$ cat src/rtl/colproj_pkg.sv
package colproj_pkg;
  localparam int unsigned WORD_W   = 32;
  localparam int unsigned MAX_COLS = 32;
endpackage

$ cat src/rtl/colproj_cfg.sv
module colproj_cfg #(
  parameter int unsigned MAX_COLS = 32,
  localparam int unsigned COL_W = $clog2(MAX_COLS),
  localparam int unsigned CNT_W = COL_W + 1
) (
  input  logic                clk_i,
  input  logic                rst_ni,
  input  logic                load_i,
  input  logic [MAX_COLS-1:0] mask_i,
  input  logic [CNT_W-1:0]    ncols_i,
  output logic [MAX_COLS-1:0] mask_o,
  output logic [COL_W-1:0]    maxcol_o,
  output logic [COL_W-1:0]    lastcol_o,
  output logic                ok_o,
  output logic                err_o
);
  logic [MAX_COLS-1:0] eff;
  logic [COL_W-1:0]    hi;
  logic                width_ok, ok_d;

  // clip mask to configured width
  for (genvar i = 0; i < MAX_COLS; i++) begin : g_clip
    assign eff[i] = mask_i[i] & (CNT_W'(i) < ncols_i);
  end

  always_comb begin
    hi = '0;
    for (int i = 0; i < MAX_COLS; i++)
      if (eff[i]) hi = COL_W'(i);
  end

  assign width_ok = (ncols_i != '0) && (ncols_i <= CNT_W'(MAX_COLS));
  assign ok_d     = width_ok && (|eff);

  always_ff @(posedge clk_i or negedge rst_ni) begin
    if (!rst_ni) begin
      mask_o    <= '0;
      maxcol_o  <= '0;
      lastcol_o <= '0;
      ok_o      <= 1'b0;
      err_o     <= 1'b0;
    end else if (load_i) begin
      mask_o    <= eff;
      maxcol_o  <= COL_W'(ncols_i - 1'b1);
      lastcol_o <= hi;
      ok_o      <= ok_d;
      err_o     <= !ok_d;
    end
  end

  assert_last_in_row_R6: assert property (@(posedge clk_i) disable iff (!rst_ni)
    ok_o |-> (lastcol_o <= maxcol_o));

  assert_excl_R7: assert property (@(posedge clk_i) disable iff (!rst_ni)
    load_i && !width_ok |=> err_o && !ok_o);
endmodule

$ cat src/rtl/colproj_col_ctr.sv
module colproj_col_ctr #(
  parameter int unsigned MAX_COLS = 32,
  localparam int unsigned COL_W = $clog2(MAX_COLS)
) (
  input  logic             clk_i,
  input  logic             rst_ni,
  input  logic             clear_i,
  input  logic             step_i,
  input  logic [COL_W-1:0] maxcol_i,
  output logic [COL_W-1:0] col_o
);
  always_ff @(posedge clk_i or negedge rst_ni) begin
    if (!rst_ni)               col_o <= '0;
    else if (clear_i)          col_o <= '0;
    else if (step_i)           col_o <= (col_o == maxcol_i) ? '0 : col_o + 1'b1;
  end

  assert_wrap_R5: assert property (@(posedge clk_i) disable iff (!rst_ni)
    step_i && !clear_i && (col_o == maxcol_i) |=> col_o == '0);

  assert_restart_R9: assert property (@(posedge clk_i) disable iff (!rst_ni)
    clear_i |=> col_o == '0);
endmodule

$ cat src/rtl/col_projector.sv
module col_projector
  import colproj_pkg::*;
#(
  parameter int unsigned DATA_W = WORD_W,
  parameter int unsigned NCOLS  = MAX_COLS,
  localparam int unsigned COL_W = $clog2(NCOLS),
  localparam int unsigned CNT_W = COL_W + 1
) (
  input  logic              clk_i,
  input  logic              rst_ni,
  input  logic              cfg_valid_i,
  input  logic [NCOLS-1:0]  cfg_mask_i,
  input  logic [CNT_W-1:0]  cfg_ncols_i,
  output logic              cfg_err_o,
  input  logic              in_valid_i,
  output logic              in_ready_o,
  input  logic [DATA_W-1:0] in_data_i,
  output logic              out_valid_o,
  input  logic              out_ready_i,
  output logic [DATA_W-1:0] out_data_o,
  output logic              out_last_o
);
  logic [NCOLS-1:0] mask_q;
  logic [COL_W-1:0] maxcol_q, lastcol_q, col_q;
  logic             ok_q, keep;

  colproj_cfg #(.MAX_COLS(NCOLS)) u_cfg (
    .clk_i     (clk_i),
    .rst_ni    (rst_ni),
    .load_i    (cfg_valid_i),
    .mask_i    (cfg_mask_i),
    .ncols_i   (cfg_ncols_i),
    .mask_o    (mask_q),
    .maxcol_o  (maxcol_q),
    .lastcol_o (lastcol_q),
    .ok_o      (ok_q),
    .err_o     (cfg_err_o)
  );

  colproj_col_ctr #(.MAX_COLS(NCOLS)) u_ctr (
    .clk_i    (clk_i),
    .rst_ni   (rst_ni),
    .clear_i  (cfg_valid_i),
    .step_i   (in_valid_i && in_ready_o),
    .maxcol_i (maxcol_q),
    .col_o    (col_q)
  );

  assign keep        = mask_q[col_q];
  assign out_valid_o = ok_q && in_valid_i && keep;
  assign in_ready_o  = ok_q && (!keep || out_ready_i);
  assign out_data_o  = in_data_i;
  assign out_last_o  = keep && (col_q == lastcol_q);

  assert_stall_hold_R4: assert property (@(posedge clk_i) disable iff (!rst_ni)
    out_valid_o && !out_ready_i |-> !in_ready_o);

  assert_err_quiet_R7: assert property (@(posedge clk_i) disable iff (!rst_ni)
    cfg_err_o |-> !out_valid_o && !in_ready_o);

  assert_drop_free_R3: assert property (@(posedge clk_i) disable iff (!rst_ni)
    in_valid_i && in_ready_o && !out_valid_o |-> !out_last_o);
endmodule

$ cat config.mk
export PLATFORM = sky130hd
export DESIGN_NAME = col_projector
export DESIGN_NICKNAME = d
export VERILOG_FILES = /design/src/rtl/colproj_pkg.sv /design/src/rtl/colproj_cfg.sv /design/src/rtl/colproj_col_ctr.sv /design/src/rtl/col_projector.sv
export SDC_FILE = /design/constraint.sdc
export NUM_CORES = 1
export LEC_CHECK = 0
export ABC_AREA = 1
export CORE_MARGIN = 5
export CORE_UTILIZATION = 47
export CTS_CLUSTER_SIZE = 16
export DETAILED_ROUTE_END_ITERATION = 12
export GPL_ROUTABILITY_DRIVEN = 0
export GPL_TIMING_DRIVEN = 0
export PLACE_DENSITY = 0.78
export SKIP_CTS_REPAIR_TIMING = 1
export SYNTH_ARGS = -nofsm -noshare
export SYNTH_HDL_FRONTEND = slang
export SYNTH_HIERARCHICAL = 1
export SYNTH_SLANG_ARGS = --single-unit
$ cat constraint.sdc
create_clock -name clk_i -period 2.2 [get_ports clk_i]
set_input_delay 0.33 -clock clk_i [delete_from_list [all_inputs] [get_ports clk_i]]
set_output_delay 0.33 -clock clk_i [all_outputs]
set_load 0.02 [all_outputs]
==> results of run 1 <==
[registers in the layout, summed over array words and instances, names as in the netlist]
name and count:
u_cfg/lastcol_o 5, u_cfg/err_o 1, u_cfg/ok_o 1, u_ctr/col_o 5, u_cfg/maxcol_o 5, u_cfg/mask_o 32
[synth_stat cells, types with 2 or more instances]
library cell	n
a21oi_1	6
a31oi_1	5
buf_4	33
buf_6	3
clkbuf_1	8
dfrtp_1	49
ha_1	3
inv_1	33
inv_2	10
nand2_1	167
nand2_2	10
nand3_1	48
nand3_2	5
nor2_1	31
nor2_2	2
nor2_4	2
nor3_1	2
o211ai_1	3
o21ai_0	47
o21ai_1	6
o311ai_0	3
or2_2	2
xor2_1	4
[path summary, 6_finish.rpt]
check	from	cells past startpoint	slack (ps)	endpoint
setup / recovery	cfg_ncols_i[4]	31	-40	u_cfg/lastcol_o[0]
hold / removal	cfg_ncols_i[0]	2	300	u_cfg/maxcol_o[0]
setup reg to reg	u_ctr/col_o[0]	15	160	u_ctr/col_o[2]
hold reg to reg	u_cfg/err_o	2	490	u_cfg/err_o
max in group asynchronous	rst_ni	3	1320	u_ctr/col_o[2]
min in group asynchronous	rst_ni	2	400	u_cfg/mask_o[4]
[layout by cell type, fill, tap and decap left out, types with 2 or more instances in the layout]
cell type,count
nand2_1,156
clkdlybuf4s50_1,68
buf_4,52
dfrtp_1,47
o21ai_0,45
nand3_1,31
inv_1,28
nor2_1,27
nand3_2,22
nand2_2,15
inv_2,12
clkbuf_1,8
buf_6,6
nand2_4,6
o21ai_1,6
a21oi_1,6
clkbuf_8,5
a31oi_1,5
buf_12,4
xor2_1,4
nor2_4,4
nor2_2,4
inv_4,3
buf_2,3
o211ai_1,3
buf_8,2
clkbuf_16,2
o21ai_2,2
or2_2,2
ha_4,2
dfrtp_2,2
[routing by layer]
layer	up-vias	part of all wire, %
li1	1773	-
met1	1690	42
met2	201	48
met3	18	8.3
met4	0	1.8
met5	-	0
[final cells by class]
type                    instances  area [um2]
fillers                       562        2220
multi-input cells             353        1902
flip-flops and latches         49        1229
repair buffers                101        1006
plain buffers                  45       347.8
inverters                      46       196.4
well taps                      99       123.9
clock buffers                   5       68.82
clock inverters                 2       35.03
repair inverters                1       8.758
[logic make-up (layout without fill, tap and decap cells)]
kind of cell,after synthesis,in the layout,synth area share [%]
AO/OA/AOI/OAI,73,73,11.79
XOR/XNOR,5,5,1.290
adder cells (fa/ha/maj),3,3,1.105
buffers and inverters,91,200,15.07
flip-flops,49,49,36.11
AND/OR/NAND/NOR,272,272,34.64
[stage by stage]
step                      cell area, um2  power, W  utilization, %
after global placement              4330  0.001772           60.68
after detailed placement            4345  0.001792           60.89
after global routing                4917  0.002688           68.90
after floorplan                     3426  0.001501               -
after CTS                           4449  0.002405           62.34
final                               4917  0.002551           68.90
[worst max-delay path: cells and delay by family]
family / cells / cell delay [ps]
buffers and inverters: 3 / 320
and+or+nand+nor: 28 / 1840
[power by group through the flow]
stage / logic [W] / clock network (W) / registers (W)
2_1_floorplan: 0.000457 / 0 / 0.00104
3_3_place_gp: 0.000713 / 0 / 0.00106
3_5_place_dp: 0.000730 / 0 / 0.00106
4_1_cts: 0.000732 / 0.000628 / 0.00105
5_1_grt: 0.000965 / 0.000661 / 0.00106
6_report: 0.000878 / 0.000621 / 0.00105
==> key figures, run 1 <==
Run status
  – Status: finished with violations
  – Violated checks: negative setup slack

Logic synthesis
  – Summed instance area of the synthesized netlist: between 3000 and 4000 um2
  – Library cells used by synthesis: 34
  – Leading cell types by total area after synthesis: dfrtp_1, nand2_1, buf_4
  – Post-synth top flop: dfrtp_1
  – Top cell type by total area after synthesis: dfrtp_1
  – Total nets after synthesis: 571
  – Area share of the largest cell type after synthesis: between 30% and 40%
  – Sequential share of the synthesized area: 36.11%
  – Instance count of the mapped netlist: 493
  – Number of enable flip-flop cells after synthesis: 0
  – Mean area per synthesized cell: 6.888 um2
  – Seq cells post-synth: 49
  – Warnings from Yosys: 6
  – Share of flip-flops with an asynchronous set or reset after synthesis: 100.0%

Power and ir drop
  – Switch share: 32.27%
  – Power Density: about 520 nW/um2
  – Sequential power share: 41.2%
  – Leakage power: 2.308 nW
  – Power share of the clock group: 24.4%
  – Internal power of the cells: roughly 0.0017 W
  – Relative contribution of combinational cells to total power: between 30% and 40%
  – Largest vdd supply drop: 0.2640 mV
  – Total net switching power: 0.0008234 W

STA
  – Final worst path period need: approximately 2200 ps
  – Unrepaired setup endpoints after global routing: true
  – Number of failing setup endpoints in the final timing report: 1
  – Share of the cycle needed by the critical path after routing: 101.8%
  – Maximum clock skew at final layout: 5.768 ps
  – Worst path setup slack after routing: -39.23 ps
  – Max transition margin: approximately 66%
  – Worst hold margin: 298.7 ps
  – Aggregate negative setup slack: -39.23 ps
  – Final-report hold violation count: 0
  – Actual transition at the worst max-transition pin: just over 500 ps
  – Max-slew violation total from the final report: 0
  – Max frequency: 0.4466 GHz

Worst setup path
  – Required time at the worst-slack endpoint: approximately 2400 ps
  – Category of the worst setup path launch point: input pin
  – Class of the most critical setup path: in -> reg
  – CP max stage cell: nor2_4
  – Worst endpoint data arrival time: 2480 ps
  – Stage delay of the slowest cell on the critical path: 210 ps
  – Capturing element type of the critical path: flop
  – Most common cell type on the critical path: nand2_1
  – Crit-path max FO: 5

CTS
  – Maximum clock path buffer count: 2
  – CTS H-tree lvls: 2
  – Clock tree from TritonCTS: yes
  – Insertion delay to the later sink of the worst-skew pair: 300 ps
  – CTS clock-pin slew for the worst setup and hold paths: 80 ps
  – CTS sink cnt: between 40 and 50
  – Root buf cell: clkbuf_8
  – Cts bufs inserted: 5

Cells and area
  – Fraction of layout instances using a drive strength above 1: 26.41%
  – Total Nets Final: 680
  – Fin cells: 701
  – Antenna fix cells: 0
  – Synthesis-to-finish area growth: 44.80%

Floorplanning
  – Die Wd: 95 um
  – Core area: 7137 um2
  – Vertical extent of the die: between 90 and 100 um
  – Number of top-level pins: 111
  – Initial Utilization: 47.58%
  – Cell row count: 31
  – Die area: 9025 um2

Global routing
  – Overflow after GRT: 0
  – Fraction of met3 tracks used by global routing: under 10%
  – Global routing's busiest layer: met2
  – Number of global-route vias before repair: 3505
  – Met2 track demand over resource: 36.70%
  – Pin count of the biggest net entering global routing: 43
  – Overall fraction of global-route tracks in use: 22.38%
  – Number of antenna violations at the first check in global routing: 0
  – Wire length of the first global-routing pass: 16060 um
  – Met1 demand-to-capacity share in global routing: 29.01%

Route
  – Count of antenna-violating nets left after detailed routing: 0
  – Average via count per standard cell: 5.252
  – Vias post-DR: 3682
  – Total DRC errors in the routed layout: 0
  – Average wire length per cell after detail routing: 14.84 um
  – Number of optimization iterations in the first detailed-route pass: 6
  – Starting DRT DRC Count: 244
  – Total Routed Length: around 10000 um

Placed design
  – Cell count after placement: approximately 670
  – Port Buffers: 78
  – Setup slack at placement: -1096 ps
  – Detail Placement HPWL: 7854 um

Min path
  – Type of the worst min-delay path: in -> reg

Job
  – Maximum capacitance violations: 0
No activity file was read; power rests on OpenSTA's default activity.
==> inputs of run 2 (changes only) <==
- GPL_TIMING_DRIVEN: 0 -> unset
- HOLD_SLACK_MARGIN: unset -> 0.15
- SETUP_SLACK_MARGIN: unset -> 0.2
==> run 2 against run 1 <==
Compared with the run above: the flow still finishes with violations (negative setup slack); global-route usage rose by 0.52 points; largest power group unchanged; clock skew rose by 1.3 ps; register-to-register slack improved by 70 ps; combinational power rose by 4.3%; first-iteration DRC count rose by 72%; critical endpoint unchanged.
==> key figures, run 2 (synthesis results as in run 1) <==
Run status
  – Status: finished with violations
  – Violated checks: negative setup slack

STA
  – Actual transition at the worst max-transition pin: 617.3 ps
  – Maximum clock skew at final layout: 7.094 ps
  – Worst path setup slack after routing: -86.08 ps
  – Max-slew violation total from the final report: 0
  – Number of failing setup endpoints in the final timing report: 1
  – Max frequency: 0.4374 GHz
  – Final worst path period need: 2286 ps
  – Final-report hold violation count: 0
  – Max transition margin: 58.85%
  – Share of the cycle needed by the critical path after routing: 103.9%
  – Unrepaired setup endpoints after global routing: true

Global routing
  – Fraction of met3 tracks used by global routing: under 10%
  – Met2 track demand over resource: 39.52%
  – Overflow after GRT: 0
  – Met1 demand-to-capacity share in global routing: 28.20%
  – Wire length of the first global-routing pass: 16460 um
  – Global routing's busiest layer: met2
  – Number of global-route vias before repair: 3548
  – Overall fraction of global-route tracks in use: 22.89%
  – Pin count of the biggest net entering global routing: 50
  – Number of antenna violations at the first check in global routing: 0

CTS
  – Maximum clock path buffer count: 2
  – CTS sink cnt: 49
  – CTS H-tree lvls: 2
  – Cts bufs inserted: 5
  – CTS clock-pin slew for the worst setup and hold paths: 100 ps
  – Root buf cell: clkbuf_8
  – Clock tree from TritonCTS: yes
  – Insertion delay to the later sink of the worst-skew pair: 310 ps

Placed design
  – Detail Placement HPWL: just under 8000 um
  – Area after detailed placement: 4284 um2
  – Cell count after placement: ~670
  – Setup slack at placement: -749.5 ps
  – Port Buffers: 46

Worst setup path
  – Most common cell type on the critical path: nand2_1
  – Number of cells traversed by the worst register-to-register path: 14
  – Stage delay of the slowest cell on the critical path: 170 ps
  – Capturing element type of the critical path: flop
  – Worst endpoint data arrival time: 2540 ps
  – Crit-path max FO: 4
  – Class of the most critical setup path: in -> reg
  – Required time at the worst-slack endpoint: 2450 ps
  – Dominant delay contributor by cell family on the critical path: simple AND/OR/NAND/NOR gates
  – Number of cells on the critical path: 36
  – Number of buffer and inverter stages on the critical path: 3
  – CP max stage cell: ha_4
  – Category of the worst setup path launch point: input pin

Route
  – Count of antenna-violating nets left after detailed routing: 0
  – Total Routed Length: 11940 um
  – Average wire length per cell after detail routing: roughly 17 um
  – Starting DRT DRC Count: 420
  – Vias post-DR: approximately 4000
  – Average via count per standard cell: 5.634
  – Total DRC errors in the routed layout: 0
  – Number of optimization iterations in the first detailed-route pass: 5

Job
  – Maximum capacitance violations: 0

Power and ir drop
  – Largest vdd supply drop: roughly 0.27 mV
  – Power Density: 555.8 nW/um2
  – Leakage power: 2.389 nW

Cells and area
  – Leading cell type in the layout, fill and taps excluded: nand2_1
  – Total Nets Final: roughly 700
  – Register ranked first by flip-flop count: u_cfg/mask_o
  – Design Area, Final: 4966 um2
  – Most frequent cells in the layout: nand2_1, buf_4, dfrtp_1
  – Antenna fix cells: 0
  – Fill cell instance count of the final layout: roughly 530
  – Number of flip-flops in the largest register: 32
  – Fraction of layout instances using a drive strength above 1: approximately 40%
  – Fin cells: 702
  – Synthesis-to-finish area growth: 46.24%

Floorplanning
  – Number of top-level pins: 111
  – Die area: between 9000 and 10000 um2
  – Initial Utilization: 47.58%
  – Core area: 7137 um2
  – Vertical extent of the die: 95 um
  – Cell row count: 31
  – Die Wd: 95 um

Min path
  – Type of the worst min-delay path: in -> async
==> run 2: changes by cell type in the layout (fill, tap and decap cells not counted), moves of 8 or more <==
cell / previous run / this run
clkdlybuf4s50_1: 68 / 36
nand2_1: 156 / 138
clkbuf_1: 8 / 0
nor2_1: 27 / 18
buf_4: 52 / 89
nand2_2: 15 / 36
==> run 2: layout make-up <==
type / instances / area [um2] / share of cell area (%)
clock buffer: 5 / 68.82 / 1.386
clock inverter: 3 / 68.82 / 1.386
inverter: 46 / 193.9 / 3.905
multi-input combinational: 353 / 2003 / 40.34
sequential: 49 / 1227 / 24.72
tap: 99 / 123.9 / 2.494
timing repair buffer: 144 / 1244 / 25.04
timing repair inverter: 3 / 36.28 / 0.7307
==> run 2: power by group <==
group | internal (W) | switching, W | leakage [nW]
combinational | 0.000423 | 0.000493 | 1.72
sequential | 0.000983 | 0.0000780 | 0.604
clock | 0.000458 | 0.000325 | 0.0687
total | 0.00186 | 0.000896 | 2.39
==> run 2: worst register-to-register path, cell delays in order, from the launching register on <==
cell      delay [ps]
dfrtp_2          480
buf_12           180
clkinv_8          70
nand2_2           60
nand3_2           90
nand3_2           90
nand2_1           80
nand2_1           70
nand3_2           90
nand3_2           90
nand2_2           80
inv_2             30
or2_4            280
a21oi_2          140
a21oi_1           50
==> run 2: final timing paths <==
path / from / to / slack [ps]
max: cfg_ncols_i[1] / u_cfg/lastcol_o[0] / -90
min: rst_ni / u_cfg/mask_o[11] / 100
max reg2reg: u_ctr/col_o[0] / u_ctr/col_o[2] / 230
min reg2reg: u_cfg/mask_o[31] / u_cfg/mask_o[31] / 510
max in group asynchronous: rst_ni / u_ctr/col_o[0] / 1640
min in group clk_i: cfg_ncols_i[0] / u_cfg/maxcol_o[0] / 340
==> run 2: metal layers <==
| layer | vias to the layer above | share of wire, % |
|---|---|---|
| li1 | 1775 | - |
| met1 | 1850 | 37 |
| met2 | 262 | 49 |
| met3 | 68 | 8.8 |
| met4 | 0 | 5.2 |
| met5 | - | 0 |
==> run 2: stage by stage <==
stage          TNS [ps]  power, W  utilization (%)  hold slack [ps]
6_report         -86.08  0.002760            69.58            102.2
5_1_grt          -613.9  0.002872            69.58            172.0
4_1_cts           -2917  0.002520            61.96            139.6
3_5_place_dp      -4062  0.001747            60.03            465.6
3_3_place_gp      -3599  0.001729            60.03            460.7
2_1_floorplan         0  0.001502                -            34.41
